==> src/rtl/aud_ser_pkg.sv <==
package aud_ser_pkg;

    // Controller states of the serial transmitter
    typedef enum logic [1:0] {
        ST_SYNC  = 2'd0,
        ST_LEFT  = 2'd1,
        ST_RIGHT = 2'd2,
        ST_HALT  = 2'd3
    } state_e;

endpackage

==> src/rtl/aud_ser_sync.sv <==
// Multi-stage synchronizer for a vector of asynchronous single-bit inputs.
// STAGES must be at least 2.
module aud_ser_sync #(
    parameter int W      = 2,
    parameter int STAGES = 2
) (
    input  logic         clk,
    input  logic         rst_n,
    input  logic [W-1:0] d_i,
    output logic [W-1:0] q_o
);

    for (genvar g = 0; g < W; g++) begin : g_bit
        logic [STAGES-1:0] chain;

        always_ff @(posedge clk) begin
            if (!rst_n) begin
                chain <= '0;
            end else begin
                chain <= {chain[STAGES-2:0], d_i[g]};
            end
        end

        assign q_o[g] = chain[STAGES-1];
    end

endmodule

==> src/rtl/aud_ser_pair_hold.sv <==
// Two-stage sample storage: holding registers written by the load strobe,
// transmit registers refreshed only when a left half begins.
module aud_ser_pair_hold #(
    parameter int WORD_W = 24
) (
    input  logic              clk,
    input  logic              rst_n,
    input  logic              load_i,
    input  logic [WORD_W-1:0] left_i,
    input  logic [WORD_W-1:0] right_i,
    input  logic              xfer_i,
    output logic [WORD_W-1:0] frame_l_o,
    output logic [WORD_W-1:0] frame_r_o
);

    logic [WORD_W-1:0] hold_l;
    logic [WORD_W-1:0] hold_r;

    always_ff @(posedge clk) begin
        if (!rst_n) begin
            hold_l <= '0;
            hold_r <= '0;
        end else if (load_i) begin
            hold_l <= left_i;
            hold_r <= right_i;
        end
    end

    // A transfer in the same cycle as a load takes the older pair.
    always_ff @(posedge clk) begin
        if (!rst_n) begin
            frame_l_o <= '0;
            frame_r_o <= '0;
        end else if (xfer_i) begin
            frame_l_o <= hold_l;
            frame_r_o <= hold_r;
        end
    end

endmodule

==> src/rtl/aud_ser_shifter.sv <==
// Output shift register. Every update happens on a detected falling bit clock
// edge: a word is loaded at the first falling edge of its half, then zeros are
// shifted in behind it.
module aud_ser_shifter #(
    parameter int WORD_W = 24
) (
    input  logic              clk,
    input  logic              rst_n,
    input  logic              fall_i,
    input  logic              active_i,
    input  logic              start_i,
    input  logic              sel_right_i,
    input  logic [WORD_W-1:0] left_w_i,
    input  logic [WORD_W-1:0] right_w_i,
    output logic              sdata_o
);

    logic [WORD_W-1:0] sh_q;
    logic [WORD_W-1:0] word;

    assign word = sel_right_i ? right_w_i : left_w_i;

    always_ff @(posedge clk) begin
        if (!rst_n) begin
            sh_q    <= '0;
            sdata_o <= 1'b0;
        end else if (fall_i) begin
            if (!active_i) begin
                sh_q    <= '0;
                sdata_o <= 1'b0;
            end else if (start_i) begin
                sdata_o <= word[WORD_W-1];
                sh_q    <= {word[WORD_W-2:0], 1'b0};
            end else begin
                sdata_o <= sh_q[WORD_W-1];
                sh_q    <= {sh_q[WORD_W-2:0], 1'b0};
            end
        end
    end

endmodule

==> src/rtl/aud_ser_tx.sv <==
module aud_ser_tx
    import aud_ser_pkg::*;
#(
    parameter int WORD_W      = 24,
    parameter int SYNC_STAGES = 2,
    parameter int HALT_SLOTS  = 40
) (
    input  logic              clk,
    input  logic              rst_n,
    input  logic              bck_i,
    input  logic              frame_i,
    input  logic              load_i,
    input  logic [WORD_W-1:0] left_i,
    input  logic [WORD_W-1:0] right_i,
    output logic              sdata_o
);

    localparam int CNT_W = $clog2(HALT_SLOTS + 1);
    localparam logic [CNT_W-1:0] STALL_AT = CNT_W'(HALT_SLOTS - 1);
    localparam logic [CNT_W-1:0] CNT_MAX  = CNT_W'(HALT_SLOTS);

    // ---------------- input sampling ----------------
    logic [1:0] sync_q;
    logic       bck_s;
    logic       lrck_s;

    aud_ser_sync #(
        .W      (2),
        .STAGES (SYNC_STAGES)
    ) sync_i (
        .clk   (clk),
        .rst_n (rst_n),
        .d_i   ({bck_i, frame_i}),
        .q_o   (sync_q)
    );

    assign bck_s  = sync_q[1];
    assign lrck_s = sync_q[0];

    // ---------------- edge and slot tracking ----------------
    logic             bck_prev;
    logic             lr_prev;
    logic [CNT_W-1:0] slot_cnt;
    logic             bck_rise;
    logic             bck_fall;
    logic             lr_rise_ev;
    logic             lr_fall_ev;
    logic             stall;

    assign bck_rise   = bck_s & ~bck_prev;
    assign bck_fall   = ~bck_s & bck_prev;
    assign lr_rise_ev = bck_rise & lrck_s & ~lr_prev;
    assign lr_fall_ev = bck_rise & ~lrck_s & lr_prev;
    assign stall      = bck_rise & (lrck_s == lr_prev) & (slot_cnt >= STALL_AT);

    // lr_prev resets high so a frame clock already high at reset is not an edge
    always_ff @(posedge clk) begin
        if (!rst_n) begin
            bck_prev <= 1'b0;
            lr_prev  <= 1'b1;
            slot_cnt <= '0;
        end else begin
            bck_prev <= bck_s;
            if (bck_rise) begin
                lr_prev <= lrck_s;
                if (lrck_s != lr_prev) begin
                    slot_cnt <= '0;
                end else if (slot_cnt != CNT_MAX) begin
                    slot_cnt <= slot_cnt + 1'b1;
                end
            end
        end
    end

    // ---------------- controller ----------------
    state_e state_q;
    state_e state_d;

    always_comb begin
        state_d = state_q;
        unique case (state_q)
            ST_SYNC: begin
                if (lr_rise_ev) state_d = ST_LEFT;
            end
            ST_LEFT: begin
                if (lr_fall_ev)  state_d = ST_RIGHT;
                else if (stall)  state_d = ST_HALT;
            end
            ST_RIGHT: begin
                if (lr_rise_ev)  state_d = ST_LEFT;
                else if (stall)  state_d = ST_HALT;
            end
            ST_HALT: begin
                if (lr_rise_ev) state_d = ST_LEFT;
            end
        endcase
    end

    always_ff @(posedge clk) begin
        if (!rst_n) begin
            state_q <= ST_SYNC;
        end else begin
            state_q <= state_d;
        end
    end

    // ---------------- outputs of the controller ----------------
    logic left_start;
    logic half_start;
    logic start_pend;
    logic active;
    logic sel_right;

    assign left_start = (state_d == ST_LEFT) && (state_q != ST_LEFT);
    assign half_start = left_start || ((state_d == ST_RIGHT) && (state_q != ST_RIGHT));
    assign active     = (state_q == ST_LEFT) || (state_q == ST_RIGHT);
    assign sel_right  = (state_q == ST_RIGHT);

    always_ff @(posedge clk) begin
        if (!rst_n) begin
            start_pend <= 1'b0;
        end else if (half_start) begin
            start_pend <= 1'b1;
        end else if (bck_fall) begin
            start_pend <= 1'b0;
        end
    end

    // ---------------- datapath ----------------
    logic [WORD_W-1:0] frame_l;
    logic [WORD_W-1:0] frame_r;

    aud_ser_pair_hold #(
        .WORD_W (WORD_W)
    ) hold_i (
        .clk       (clk),
        .rst_n     (rst_n),
        .load_i    (load_i),
        .left_i    (left_i),
        .right_i   (right_i),
        .xfer_i    (left_start),
        .frame_l_o (frame_l),
        .frame_r_o (frame_r)
    );

    aud_ser_shifter #(
        .WORD_W (WORD_W)
    ) shift_i (
        .clk         (clk),
        .rst_n       (rst_n),
        .fall_i      (bck_fall),
        .active_i    (active),
        .start_i     (start_pend),
        .sel_right_i (sel_right),
        .left_w_i    (frame_l),
        .right_w_i   (frame_r),
        .sdata_o     (sdata_o)
    );

endmodule

==> config.mk <==
export PLATFORM = sky130hd
export DESIGN_NAME = aud_ser_tx
export DESIGN_NICKNAME = d
export VERILOG_FILES = /design/src/rtl/aud_ser_pkg.sv /design/src/rtl/aud_ser_sync.sv /design/src/rtl/aud_ser_pair_hold.sv /design/src/rtl/aud_ser_shifter.sv /design/src/rtl/aud_ser_tx.sv
export SDC_FILE = /design/constraint.sdc
export NUM_CORES = 1
export LEC_CHECK = 0
export BUFFER_PORTS_ARGS = -buffer_cell sky130_fd_sc_hd__buf_2
export CAP_MARGIN = 20
export CELL_PAD_IN_SITES_DETAIL_PLACEMENT = 1
export CELL_PAD_IN_SITES_GLOBAL_PLACEMENT = 1
export CORE_AREA = 2 2 116 118
export DETAILED_ROUTE_END_ITERATION = 8
export DIE_AREA = 0 0 118 120
export HOLD_SLACK_MARGIN = 0.06
export PLACE_DENSITY = 0.75
export REMOVE_ABC_BUFFERS = 1
export SKIP_CTS_REPAIR_TIMING = 1
export SLEW_MARGIN = 40
export SYNTH_ARGS = -nofsm -noshare
export SYNTH_HDL_FRONTEND = slang
export SYNTH_SLANG_ARGS = --single-unit
==> constraint.sdc <==
create_clock -name clk -period 2.5 [get_ports clk]
set_input_delay 0.25 -clock clk [delete_from_list [all_inputs] [get_ports clk]]
set_output_delay 0.25 -clock clk [all_outputs]
set_load 0.01 [all_outputs]
==> impl_summary.log <==
INFO  metric timing.fmax = between 400 and 500 MHz
INFO  metric synthToLayoutAreaGrowth = 18.41%
INFO  metric pre_cts_ws = 0.1549 ns
INFO  metric tightestPinTransition = around 0.68 ns
INFO  metric peakVddDrop = between 0.0004 and 0.0005 V
INFO  metric setup_viol = 0
INFO  metric dominantRegCellSynth = sky130_fd_sc_hd__dfxtp_1
INFO  metric dieWidth = 118 um
INFO  metric h-tree-depth = 4
INFO  metric relSlewSlack = a little over half
INFO  metric synth.ff_latch_count = 135
INFO  metric syn-instance-count = about 600
INFO  metric post_synth_instance_area = 5823 um2
INFO  metric num_antenna_cells = 0
INFO  metric yosys.cell_types.count = 41
INFO  metric post-route-drc-count = 0
INFO  metric timing.critical_path.slowest_stage_cell = sky130_fd_sc_hd__ha_1
INFO  metric clock_power_share = between 40% and 50%
INFO  metric die_height = between 100 and 150 um
INFO  metric clk_root_buffer_cell = sky130_fd_sc_hd__clkbuf_16
INFO  metric worst-path-buf-inv = 2
INFO  metric ff_latch_area = 2703 um2
INFO  metric power_share_of_the_combinational_group = 4.6%
INFO  metric peak_per_stage_delay_on_the_critical_path = 0.37 ns
INFO  metric first_global_vias = between 4000 and 5000
INFO  metric layout.filler_cells = around 1500
INFO  metric tritoncts = built
INFO  metric io_buffers = 53
INFO  metric timing.clock.skew = between 0.01 and 0.015 ns
INFO  metric route.vias.total = about 4500
INFO  metric grt_max_degree = 60
INFO  metric yosysMostFrequentCell = sky130_fd_sc_hd__dfxtp_1
INFO  metric min_path_type = input pin to flop
INFO  metric critical_path_start_type = flop
INFO  metric yosys_warnings = 0
INFO  metric clkSlewWorstSetupHoldPaths = 0.06 ns
INFO  metric synth_sequential_area_ratio = 46.41%
INFO  metric critical_path.cell_chain = inv_1, ha_1, nand4b_1, o21ai_0, o32a_2, buf_4, o21ai_0, a21boi_1
INFO  metric cpLargestDelayFamily = compound AO/OA/AOI/OAI gates
INFO  metric multi_input_area = between 2000 and 3000 um2
INFO  metric antenna_found_initial = 0
INFO  metric synth_top_area_share = a little under half
INFO  metric first_iter_violations = approximately 260
INFO  metric total_global_routing_overflow = 0
INFO  metric pwr_cell_area = around 700 nW/um2
INFO  metric switching_share = approximately 22%
INFO  metric post-synth-top-area-cell = sky130_fd_sc_hd__dfxtp_1
INFO  metric total_leakage_power = approximately 2.6 nW
INFO  metric finalHoldViolCount = 0
INFO  metric final_nets = 716
INFO  metric ant_nets = 0
INFO  metric std_cell_rows = 42
INFO  metric initial_utilization = between 40% and 50%
INFO  metric wire_length_of_the_first_global_routing_pass = 23140 um
INFO  metric worst_setup_path_end_kind = flop
INFO  metric longest_clk_path_bufs = 2
INFO  metric synth_edf_count = 0
INFO  metric drv_slew = 0
INFO  metric dp_hpwl = 8443 um
INFO  metric track_usage = 20.33%
INFO  metric cts.sinks = about 140
INFO  metric post-route-period-util = 96.35%
INFO  metric ioPinCount = 54
INFO  metric first_pass_iters = 4
INFO  metric internal_power = 3.787 mW
INFO  metric synthTopCellsByCount = 135 x sky130_fd_sc_hd__dfxtp_1, 73 x sky130_fd_sc_hd__nor2b_1, 72 x sky130_fd_sc_hd__mux2i_1
INFO  metric net-switching-power = about 1.0 mW
INFO  metric worst_skew_pair.late_latency = approximately 0.43 ns
INFO  metric drv.max_cap_violation_count = 0
INFO  metric pwr-share-seq = approximately 46%
INFO  metric biggest_fanout_along_the_worst_timing_path = 18
INFO  metric core_region_area = between 10000 and 15000 um2
INFO  metric timing.final.ws_setup = between 0.09 and 0.1 ns
INFO  metric cts_buffers = 17
INFO  metric wire_per_inst = roughly 16 um
INFO  metric design.die.area = around 14000 um2
INFO  metric postSynthAreaPerCell = 9.453 um2
INFO  metric required = between 2 and 3 ns
INFO  metric critical_path.most_common_cell = sky130_fd_sc_hd__o21ai_0
INFO  metric async_reset_ff_share = 0%
INFO  metric area_contributors_post_synth = sky130_fd_sc_hd__dfxtp_1 46%, sky130_fd_sc_hd__mux2i_1 12%, sky130_fd_sc_hd__nor2b_1 7.8%, sky130_fd_sc_hd__a21boi_1 6.2%, sky130_fd_sc_hd__nand3_1 4.3%
INFO  metric vias_per_cell = approximately 5.3
INFO  metric layout-drive-gt1-share = between 10% and 20%
INFO  metric finalWeightedCongestion = slightly above 0.8
INFO  metric min_period = 2.409 ns
INFO  metric run_status = completed
INFO  metric totalWireLength = 13680 um
INFO  metric path_class = flop to flop
INFO  metric cp_data_arrival_time = 2.76 ns
INFO  metric power.total = between 4 and 5 mW
-- per-stage QoR --
step	cells	hold WS, ns	utilization [%]	instance area, um2	TNS [ns]
after detailed placement	810	0.4245	48.38	6280	0
after CTS	841	0.01541	52.70	6840	0
after global placement	810	0.4274	48.38	6280	0
after global routing	846	0.08221	53.12	6895	-0.2363
final	846	0.07606	53.12	6895	0
after floorplan	563	0.3218	-	5588	-97.50
-- state kept, by name, indices dropped and copies added, names as in the netlist, 2 cells and up --
signal	cells
sync_i.g_bit.chain	4
hold_i.frame_r_o	24
hold_i.hold_r	24
hold_i.hold_l	24
shift_i.sh_q	23
hold_i.frame_l_o	24
state_q	2
slot_cnt	6
-- worst paths after layout --
| check | start | endpoint | slack [ns] | cells past startpoint |
|---|---|---|---|---|
| setup reg to reg | state_q[1] | hold_i.frame_r_o[15] | 0.09 | 8 |
| setup / recovery | state_q[1] | hold_i.frame_r_o[15] | 0.09 | 8 |
| hold / removal | right_i[5] | hold_i.hold_r[5] | 0.08 | 3 |
| hold reg to reg | sync_i.g_bit[0].chain[0] | sync_i.g_bit[0].chain[1] | 0.45 | 1 |
-- power by group through the flow --
stage | clock [mW] | combinational [mW] | sequential (mW)
after CTS | 2.41 | 0.223 | 2.24
after global placement | 0 | 0.209 | 2.28
after floorplan | 0 | 0.110 | 2.27
final | 2.37 | 0.222 | 2.23
after detailed placement | 0 | 0.221 | 2.28
after global routing | 2.52 | 0.246 | 2.24
-- worst min-delay path, delay by kind of cell --
| family | cells | cell delay [ns] |
|---|---|---|
| and+or+nand+nor | 1 | 0.09 |
| muxes | 1 | 0.05 |
| buffers and inverters | 1 | 0.07 |
-- cell families after synthesis --
kind of cell	share of synthesized area [%]
mux	12.38
buf+inv	4.362
compound gates	18.05
xor+xnor	0.6017
fa+ha+maj	1.074
flops	46.41
simple gates	17.13
-- cell usage in the layout (no fill, tap or decap), drive strengths merged, types with 3 or more instances in the layout --
master  count
nand3      50
a21boi     48
inv         6
and2        8
nor2       31
mux2i      72
ha          5
nor2b      73
buf        74
dfxtp     135
xor2        3
clkbuf     24
o21ai      52
a22oi      23
clkinv      3
a21oi      26
nand2       5
-- layer usage --
layer	up-vias	GRT usage, %	wire length [um]	part of all wire (%)
met5	-	0	0	0
met4	0	7.455	162	1.2
met3	14	4.943	378	2.8
met2	61	36.19	7020	51
met1	2199	23.71	6119	45
li1	2246	-	-	-
-- area by class of cell --
| cell class | instances | area share (%) |
|---|---|---|
| Clock buffer | 24 | 7.131 |
| Clock inverter | 7 | 0.9980 |
| Inverter | 5 | 0.2722 |
| Multi-Input combinational cell | 423 | 41.88 |
| Sequential cell | 135 | 39.19 |
| Tap cell | 176 | 3.194 |
| Timing Repair Buffer | 76 | 7.331 |
Power figures use the tool's default switching activity.
